[src/rtl/alu_pkg.sv]
package alu_pkg;

    typedef enum logic [3:0] {
        OP_AND = 4'h0,
        OP_XOR = 4'h1,
        OP_SHL = 4'h2,
        OP_SHR = 4'h3,
        OP_SAR = 4'h4,
        OP_ADC = 4'h5,
        OP_SBC = 4'h6,
        OP_ROR = 4'h7,
        OP_TST = 4'h8,
        OP_NEG = 4'h9,
        OP_CMP = 4'hA,
        OP_CMN = 4'hB,
        OP_ORR = 4'hC,
        OP_MUL = 4'hD,
        OP_BIC = 4'hE,
        OP_MVN = 4'hF
    } alu_op_e;

    typedef enum logic [1:0] {
        SH_LEFT  = 2'd0,
        SH_RIGHT = 2'd1,
        SH_ARITH = 2'd2,
        SH_ROT   = 2'd3
    } shift_kind_e;

    localparam int FLG_N = 3;
    localparam int FLG_Z = 2;
    localparam int FLG_C = 1;
    localparam int FLG_V = 0;

endpackage

[src/rtl/alu_shift.sv]
module alu_shift
    import alu_pkg::*;
#(
    parameter int DATA_W  = 32,
    parameter int SHAMT_W = 8
) (
    input  shift_kind_e         kind,
    input  logic [DATA_W-1:0]   val,
    input  logic [SHAMT_W-1:0]  amt,
    input  logic                c_in,
    output logic [DATA_W-1:0]   res,
    output logic                c_out,
    output logic                c_touch
);
    localparam int LOG_W = $clog2(DATA_W);
    localparam logic [SHAMT_W-1:0] AMT_FULL = SHAMT_W'(DATA_W);

    logic [2*DATA_W-1:0]        wide;
    logic signed [2*DATA_W-1:0] swide;
    logic [LOG_W-1:0]           rot_amt;

    always_comb begin
        wide    = '0;
        swide   = '0;
        rot_amt = amt[LOG_W-1:0];
        res     = val;
        c_out   = c_in;
        c_touch = (amt != '0);
        if (amt != '0) begin
            unique case (kind)
                SH_LEFT: begin
                    if (amt < AMT_FULL) begin
                        wide  = {{DATA_W{1'b0}}, val} << amt;
                        res   = wide[DATA_W-1:0];
                        c_out = wide[DATA_W];
                    end else if (amt == AMT_FULL) begin
                        res   = '0;
                        c_out = val[0];
                    end else begin
                        res   = '0;
                        c_out = 1'b0;
                    end
                end
                SH_RIGHT: begin
                    if (amt < AMT_FULL) begin
                        wide  = {val, {DATA_W{1'b0}}} >> amt;
                        res   = wide[2*DATA_W-1:DATA_W];
                        c_out = wide[DATA_W-1];
                    end else if (amt == AMT_FULL) begin
                        res   = '0;
                        c_out = val[DATA_W-1];
                    end else begin
                        res   = '0;
                        c_out = 1'b0;
                    end
                end
                SH_ARITH: begin
                    if (amt < AMT_FULL) begin
                        swide = $signed({val, {DATA_W{1'b0}}}) >>> amt;
                        res   = swide[2*DATA_W-1:DATA_W];
                        c_out = swide[DATA_W-1];
                    end else begin
                        res   = {DATA_W{val[DATA_W-1]}};
                        c_out = val[DATA_W-1];
                    end
                end
                default: begin
                    if (rot_amt == '0) begin
                        res   = val;
                        c_out = val[DATA_W-1];
                    end else begin
                        wide  = {val, val} >> rot_amt;
                        res   = wide[DATA_W-1:0];
                        c_out = wide[DATA_W-1];
                    end
                end
            endcase
        end
    end
endmodule

[src/rtl/alu_adder.sv]
module alu_adder #(
    parameter int DATA_W = 32
) (
    input  logic [DATA_W-1:0] x,
    input  logic [DATA_W-1:0] y,
    input  logic              cin,
    output logic [DATA_W-1:0] sum,
    output logic              cout,
    output logic              ovf
);
    logic [DATA_W-1:0] ovf_vec;

    always_comb begin
        {cout, sum} = {1'b0, x} + {1'b0, y} + {{DATA_W{1'b0}}, cin};
        ovf_vec     = (x ^ sum) & (y ^ sum);
        ovf         = ovf_vec[DATA_W-1];
    end
endmodule

[src/rtl/rr_alu.sv]
module rr_alu
    import alu_pkg::*;
#(
    parameter int DATA_W  = 32,
    parameter int IDX_W   = 3,
    parameter int OP_W    = 4,
    parameter int SHAMT_W = 8,
    parameter int INSTR_W = 16
) (
    input  logic               clk,
    input  logic               rst_n,
    input  logic               in_valid,
    input  logic [INSTR_W-1:0] instr,
    input  logic [DATA_W-1:0]  op_a,
    input  logic [DATA_W-1:0]  op_b,
    input  logic [3:0]         flags_in,
    output logic               out_valid,
    output logic [IDX_W-1:0]   rd_idx,
    output logic [IDX_W-1:0]   rs_idx,
    output logic [DATA_W-1:0]  result,
    output logic               rd_we,
    output logic [3:0]         flags_out,
    output logic [3:0]         flags_we
);
    localparam int RD_LSB = 0;
    localparam int RS_LSB = IDX_W;
    localparam int OP_LSB = 2 * IDX_W;
    localparam int OP_MSB = OP_LSB + OP_W;

    typedef struct packed {
        logic              vld;
        logic [IDX_W-1:0]  rd;
        logic [IDX_W-1:0]  rs;
        logic [DATA_W-1:0] res;
        logic              we;
        logic [3:0]        flg;
        logic [3:0]        fwe;
    } stage_t;

    stage_t stage_d, stage_q;

    alu_op_e           op;
    shift_kind_e       sh_kind;
    logic [DATA_W-1:0] sh_res, add_x, add_y, add_sum, prod;
    logic              sh_c, sh_touch, add_cin, add_cout, add_ovf;
    logic              unused_hi;

    assign op        = alu_op_e'(instr[OP_MSB-1:OP_LSB]);
    assign unused_hi = ^instr[INSTR_W-1:OP_MSB];
    assign prod      = op_a * op_b;

    always_comb begin
        unique case (op)
            OP_SHR:  sh_kind = SH_RIGHT;
            OP_SAR:  sh_kind = SH_ARITH;
            OP_ROR:  sh_kind = SH_ROT;
            default: sh_kind = SH_LEFT;
        endcase
        add_x   = op_a;
        add_y   = op_b;
        add_cin = 1'b0;
        unique case (op)
            OP_ADC: add_cin = flags_in[FLG_C];
            OP_SBC: begin add_y = ~op_b; add_cin = flags_in[FLG_C]; end
            OP_CMP: begin add_y = ~op_b; add_cin = 1'b1; end
            OP_NEG: begin add_x = '0; add_y = ~op_b; add_cin = 1'b1; end
            default: ;
        endcase
    end

    alu_shift #(.DATA_W(DATA_W), .SHAMT_W(SHAMT_W)) u_shift (
        .kind(sh_kind), .val(op_a), .amt(op_b[SHAMT_W-1:0]),
        .c_in(flags_in[FLG_C]), .res(sh_res), .c_out(sh_c), .c_touch(sh_touch)
    );

    alu_adder #(.DATA_W(DATA_W)) u_adder (
        .x(add_x), .y(add_y), .cin(add_cin),
        .sum(add_sum), .cout(add_cout), .ovf(add_ovf)
    );

    always_comb begin
        stage_d     = '0;
        stage_d.vld = in_valid;
        stage_d.rd  = instr[RS_LSB-1:RD_LSB];
        stage_d.rs  = instr[OP_LSB-1:RS_LSB];
        stage_d.flg = flags_in;
        unique case (op)
            OP_AND, OP_TST: stage_d.res = op_a & op_b;
            OP_XOR:         stage_d.res = op_a ^ op_b;
            OP_ORR:         stage_d.res = op_a | op_b;
            OP_BIC:         stage_d.res = op_a & ~op_b;
            OP_MVN:         stage_d.res = ~op_b;
            OP_MUL:         stage_d.res = prod;
            OP_SHL, OP_SHR, OP_SAR, OP_ROR: begin
                stage_d.res        = sh_res;
                stage_d.flg[FLG_C] = sh_c;
                stage_d.fwe[FLG_C] = sh_touch;
            end
            default: begin
                stage_d.res        = add_sum;
                stage_d.flg[FLG_C] = add_cout;
                stage_d.flg[FLG_V] = add_ovf;
                stage_d.fwe[FLG_C] = 1'b1;
                stage_d.fwe[FLG_V] = 1'b1;
            end
        endcase
        stage_d.flg[FLG_N] = stage_d.res[DATA_W-1];
        stage_d.flg[FLG_Z] = (stage_d.res == '0);
        stage_d.fwe[FLG_N] = 1'b1;
        stage_d.fwe[FLG_Z] = 1'b1;
        stage_d.we = !(op inside {OP_TST, OP_CMP, OP_CMN});
        if (!in_valid) begin
            stage_d.we  = 1'b0;
            stage_d.fwe = '0;
        end
    end

    always_ff @(posedge clk) begin
        if (!rst_n) stage_q <= '0;
        else        stage_q <= stage_d;
    end

    assign out_valid = stage_q.vld;
    assign rd_idx    = stage_q.rd;
    assign rs_idx    = stage_q.rs;
    assign result    = stage_q.res;
    assign rd_we     = stage_q.we;
    assign flags_out = stage_q.flg;
    assign flags_we  = stage_q.fwe;


    valid_follow_chk: assert property (@(posedge clk) disable iff (!rst_n)
        1'b1 |=> out_valid == $past(in_valid));


    no_write_cmp_chk: assert property (@(posedge clk) disable iff (!rst_n)
        in_valid && (instr[OP_MSB-1:OP_LSB] inside {4'h8, 4'hA, 4'hB}) |=> !rd_we);


    nz_track_chk: assert property (@(posedge clk) disable iff (!rst_n)
        out_valid |-> flags_out[FLG_N] == result[DATA_W-1] && flags_out[FLG_Z] == (result == '0));


    cv_hold_chk: assert property (@(posedge clk) disable iff (!rst_n)
        in_valid && (instr[OP_MSB-1:OP_LSB] inside {4'h0, 4'h1, 4'h8, 4'hC, 4'hD, 4'hE, 4'hF})
        |=> flags_we[1:0] == 2'b00 && flags_out[1:0] == $past(flags_in[1:0]));


    shift_zero_chk: assert property (@(posedge clk) disable iff (!rst_n)
        in_valid && (instr[OP_MSB-1:OP_LSB] inside {4'h2, 4'h3, 4'h4, 4'h7}) && op_b[SHAMT_W-1:0] == '0
        |=> result == $past(op_a) && !flags_we[FLG_C] && !flags_we[FLG_V]);


    idle_quiet_chk: assert property (@(posedge clk) disable iff (!rst_n)
        !in_valid |=> !out_valid && !rd_we && flags_we == 4'b0000);
endmodule

[config.mk]
export PLATFORM = sky130hd
export DESIGN_NAME = rr_alu
export DESIGN_NICKNAME = d
export VERILOG_FILES = /design/src/rtl/alu_pkg.sv /design/src/rtl/alu_shift.sv /design/src/rtl/alu_adder.sv /design/src/rtl/rr_alu.sv
export SDC_FILE = /design/constraint.sdc
export NUM_CORES = 2
export LEC_CHECK = 0
export BUFFER_PORTS_ARGS = -buffer_cell sky130_fd_sc_hd__buf_2
export CORE_AREA = 2 2 268 270
export DETAILED_ROUTE_END_ITERATION = 12
export DIE_AREA = 0 0 270 272
export SLEW_MARGIN = 20
export SYNTH_ARGS = -nofsm -noshare
export SYNTH_HDL_FRONTEND = slang
export SYNTH_SLANG_ARGS = --single-unit
[constraint.sdc]
create_clock -name clk -period 27.9 [get_ports clk]
set_input_delay 4.185 -clock clk [delete_from_list [all_inputs] [get_ports clk]]
set_output_delay 4.185 -clock clk [all_outputs]
set_load 0.01 [all_outputs]
* After elaboration in Yosys (flattened, before gate mapping) *
Cells that the tools add are included.

storage, ports and cells
  bits in registers = 48
  input port bits = 87
  word-level logic and storage cells = 81

operators by class
  add/sub/neg operators = 2
  multiply operators = 1
  magnitude comparators = 1
  eq/ne operators = 18
  shift operators = 4
  multiplexer cells = 24
  bitwise gates (word level) = 8
  reductions and logical operators = 15

operators by type and width
  kind                                                                           number
  32-bit two-way mux                                                             7
  32-bit one-hot mux with 7 select lines                                         1
  32-bit bitwise AND                                                             3
  32-bit one-hot mux with 3 select lines                                         1
  32-bit bitwise XOR                                                             3
  64-bit by 5-bit right shift with 32-bit output                                 1
  64-bit by 8-bit right shift with 64-bit output                                 1
  64-bit by 8-bit >>> shifter with 64-bit output                                 1
  32-bit by 32-bit adder with 33-bit output                                      1
  33-bit by 1-bit adder with 33-bit output                                       1
  32-bit by 8-bit << shifter with 33-bit output                                  1
  4-bit equality test (second input constant)                                    8
  32-bit zero test                                                               1
  32-bit by 32-bit multiplier with 32-bit output                                 1
  32-bit inverter                                                                1
  32-bit bitwise OR                                                              1
  4-bit by 3-bit equality test with 1-bit output (second input constant)         4
  11-bit OR reduction                                                            1
  1-bit two-way mux                                                              9
  4-bit by 2-bit equality test with 1-bit output (second input constant)         2
  8-bit by 6-bit equality test with 1-bit output (second input constant)         1
  8-bit by 6-bit less-than comparator with 1-bit output (second input constant)  1
  8-bit nonzero test                                                             1
  7-bit OR reduction                                                             1
  other kinds (16)                                                               20

* Depth between registers and ports, before layout *
  depth in word-level cells = 8
  gate-level depth with buffers = 34
  gate-level depth less buffers = 28

* Modules after synthesis *
From an unflattened synthesis, not the netlist that was laid out.

unflattened totals
  cells, all modules = 3,481
  area, all modules = 27,681.5 um2

modules (own cells, without submodules)
  module     times used  cells an instance  area an instance (um2)  sequential area each (um2)
  rr_alu     1           2,425              19,582.5                900.9
  alu_shift  1           800                6,198.4                 0.0
  alu_adder  1           256                1,900.6                 0.0

* Worst setup path after synthesis *
Ideal clock, no wire load.

  path kind = input to register
  start = input op_b[2]
  end = register stage_q (netlist bit flags_out[2])
  library setup time = 0.087 ns
  data arrival time = 12.863 ns
  path slack = 14.950 ns
  stages = 32
  cells stage by stage = buf_6 buf_8 inv_1 buf_1 buf_1 clkbuf_1 buf_1 nor2_1 fa_1 inv_1 fa_1 fa_1 fa_1 inv_1 fa_1 inv_1 fa_1 inv_1 fa_1 fa_1 ha_1 and3_1 and4_1 a32o_1 a31oi_1 a41oi_1 mux2i_1 nor4b_1 a21oi_1 or4_1 or4_1 nor4b_2

between the ends
  cells in the longest elaborated chain, start to end = 6
  elaborated cells between the ends (all ways) = 24

RTL lines
  what                                                                                                 line                              RTL
  start, declared                                                                                      rr_alu.sv:15                      input logic [DATA_W-1:0] op_b,
  32-bit inverter (tied with other cells)                                                              -
  32-bit two-way mux (on tied branches)                                                                -
  32-bit by 32-bit adder with 33-bit output or 32-bit one-hot mux with 3 select lines (tied branches)  alu_adder.sv:14, alu_shift.sv:30
  33-bit by 1-bit adder with 33-bit output or 32-bit two-way mux (tied branches)                       alu_adder.sv:14, alu_shift.sv:29
  32-bit one-hot mux with 7 select lines *                                                             rr_alu.sv:87                      unique case (op)
  32-bit zero test *                                                                                   rr_alu.sv:108                     stage_d.flg[FLG_Z] = (stage_d.res == '0);
  end signal, assigned                                                                                 rr_alu.sv:120                     else stage_q <= stage_d;
  end, declared                                                                                        rr_alu.sv:40                      stage_t stage_d, stage_q;

Mark *: on every way between the ends. The rest lies on a longest branch, timed or not.
A chain may end at the register's enable or synchronous reset.

* Final worst setup path *
  start = input op_b[6]
  end = register stage_q (netlist bit flags_out[2])

between the ends
  cells in the longest elaborated chain, start to end = 6
  elaborated cells between the ends (all ways) = 21

RTL lines
  what                                                                                                 line
  32-bit inverter (tied with other cells)                                                              -
  32-bit two-way mux (on tied branches)                                                                -
  32-bit by 32-bit adder with 33-bit output or 32-bit one-hot mux with 3 select lines (tied branches)  alu_adder.sv:14, alu_shift.sv:30
  33-bit by 1-bit adder with 33-bit output or 32-bit two-way mux (tied branches)                       alu_adder.sv:14, alu_shift.sv:29
  32-bit one-hot mux with 7 select lines *                                                             rr_alu.sv:87
  32-bit zero test *                                                                                   rr_alu.sv:108

Marked as above.

==> run summary <==
global-route wire length before repair - 201,000 um
WS Path Type - input port to flip-flop
DRC Markers - 0
Post-CTS Setup Bufs - 0
CTS tree - done
crit share post-route - 0.498
Clk pin slew, worst setup/hold paths - 0.06 ns
mapped cell area - 28,100 um2
hpwl dp - 104,000 um
startpoint types - input port
Die Y-Extent - 272 um
# rows - 98
Worst Max-Slew Pin Slew - 1.15 ns
Hold Crit Class - input port to flip-flop
I/O pin cnt - 135
RePlAce Congestion - 1.08
post-synthesis cell count - 3,520
vias in the first global route - 28,200
max-cap violation count - 0
layout cells sized above 1 - 0.106
sequential share of the synthesized area - 0.0321
wire per inst - 31.6 um
Die W - 270 um
router iterations before antenna repair - 8
Final setup viols - 0
most frequent cells in the layout - 505 x nor2_1, 443 x inv_1, 410 x fa_1
leading cell type in the layout, fill and taps excluded - nor2_1
pin count of the biggest net entering global routing - 59
Synth Flop Type - dfxtp_1
number of flops mapped to enable cells by yosys - 0
Highest Clock Rate - 71.9 MHz
Die Area - 73,400 um2
Core ar. - 70,800 um2
Arr. time, crit path - 14.11 ns
Worst Path Required - 28.11 ns
status - complete, no violations
Syn-to-layout area delta - 5.74%
CTS root buf - clkbuf_16
GRT overflow - 0
Initial Util - 0.397
CTS sink cnt - 45
Max clock buf depth - 2
Resized cells post-CTS - 0
antenna violations before repair - 10
syn nets - 4,220
Synth cell types - 101
Avg Vias per Cell - 6.43
RSZ-0062 raised after global routing - no
via count - 28,500
Synth Area per Inst - 7.97 um2
YS warnings - 0
Slew HR - 0.227
critical path fanouts, max - 25
Final Hold Fails - 0
port bufs - 126
Setup TNS - 0 ns
First DRT Iteration DRCs - 3,804
CTS H-tree depth - 2
CTS Buf Count - 5
# fillers - 7,355
Async S/R FF share, synth - 0
CP Capture Type - flip-flop
overall routing resource usage - 0.377
Routed Wire Length - 140,000 um
Pins Over Slew Limit - 0
crit path time final - 13.90 ns
nets@finish - 4,179
CTS Hold Bufs - 0
synthesized flop and latch total - 45
Final ANT Viol Nets - 0
routing by layer:
metal,share of wire,track usage,vias to the layer above
met5,0.00031,0,-
met4,0.092,0.282,6
met3,0.12,0.0927,560
met2,0.42,0.555,1940
met1,0.37,0.479,14300
li1,-,-,11800
state kept, by name, summed over array words and instances (netlist names):
signal     flops
flags_out      3
rs_idx         3
flags_we       3
result        32
rd_we          1
rd_idx         3
logic make-up (layout without fill, tap and decap cells):
logic type | count (synthesis) | after routing | synth area share
multiplexers | 162 | 162 | 0.0859
AND/OR/NAND/NOR | 1126 | 1126 | 0.178
flip-flops | 45 | 45 | 0.0321
adder cells (fa/ha/maj) | 613 | 613 | 0.383
AO/OA/AOI/OAI | 686 | 686 | 0.169
buffers and inverters | 734 | 693 | 0.104
XOR/XNOR | 154 | 154 | 0.0481
other | 0 | 6 | 0
area by class of cell:
type | count | area, um2 | share of cell area
multi-input combinational | 2741 | 24300 | 0.819
inverter | 463 | 1740 | 0.0586
timing repair buffer | 223 | 1370 | 0.0462
tap | 950 | 1190 | 0.0401
sequential | 45 | 901 | 0.0304
clock buffer | 5 | 125 | 0.00422
clock inverter | 2 | 35.0 | 0.00118
antenna | 6 | 15.0 | 0.000506
cell usage after synthesis, types with 12 or more instances:
| cell | number | area (um2) |
|---|---|---|
| or2_2 | 12 | 75.1 |
| fa_1 | 410 | 8210 |
| dfxtp_1 | 45 | 901 |
| a22oi_1 | 21 | 158 |
| clkbuf_1 | 175 | 657 |
| nand2b_1 | 24 | 150 |
| or4_1 | 12 | 90.1 |
| nand2_1 | 337 | 1260 |
| nor3_1 | 39 | 195 |
| clkinv_1 | 14 | 52.6 |
| o22ai_1 | 52 | 325 |
| ha_1 | 203 | 2540 |
| a21oi_1 | 149 | 746 |
| o21ai_0 | 105 | 526 |
| nor2_1 | 505 | 1900 |
| nor2b_1 | 17 | 106 |
| and3_1 | 13 | 81.3 |
| nand4_1 | 13 | 81.3 |
| a211oi_1 | 25 | 188 |
| xnor2_1 | 123 | 1080 |
| a21o_1 | 28 | 210 |
| a221oi_1 | 23 | 201 |
| xor2_1 | 31 | 272 |
| a31oi_1 | 28 | 175 |
| o221ai_1 | 24 | 210 |
| mux2_2 | 34 | 383 |
| buf_2 | 36 | 180 |
| o211ai_1 | 33 | 248 |
| buf_4 | 12 | 90.1 |
| nand3_1 | 40 | 200 |
| inv_1 | 445 | 1670 |
| buf_1 | 40 | 150 |
| mux4_2 | 53 | 1190 |
| and2_1 | 48 | 300 |
| mux2i_1 | 67 | 671 |
worst paths after layout:
check | slack [ns] | from | to | cells past startpoint
setup / recovery | 14.00 | op_b[6] | flags_out[2] | 28
hold / removal | 4.10 | instr[4] | rs_idx[1] | 2
through the flow:
| stage | hold WS [ns] | area (um2) | setup WS (ns) | instances | utilization |
|---|---|---|---|---|---|
| global placement | 4.39 | 29500 | 13.81 | 4421 | 0.416 |
| finish | 4.10 | 29700 | 14.00 | 4435 | 0.419 |
| detailed placement | 4.39 | 29500 | 13.81 | 4421 | 0.417 |
| floorplan | 4.31 | 28100 | 14.95 | 3520 | - |
| global route | 4.10 | 29700 | 13.73 | 4429 | 0.419 |
| CTS | 4.09 | 29600 | 14.09 | 4428 | 0.419 |
worst max-delay path, stage by stage:
cell and delay (ns):
buf_2 0.07, buf_4 0.33, clkinv_1 1.01, nor2_1 0.45, fa_1 0.51, fa_1 0.50
fa_1 0.53, inv_1 0.05, fa_1 0.47, inv_1 0.05, fa_1 0.50, inv_1 0.06
fa_1 0.53, inv_1 0.05, fa_1 0.51, fa_1 0.45, ha_1 0.39, and3_1 0.26
and4_1 0.23, a32o_1 0.21, a31oi_1 0.33, a41oi_1 0.22, mux2i_1 0.21, nor4b_1 0.74
a21oi_1 0.12, or4_1 0.43, or4_1 0.43, nor4b_2 0.26
Power is left out: the tool's default activity adds up to more than one toggle a clock period on the data nets, which glitch-free logic cannot reach.
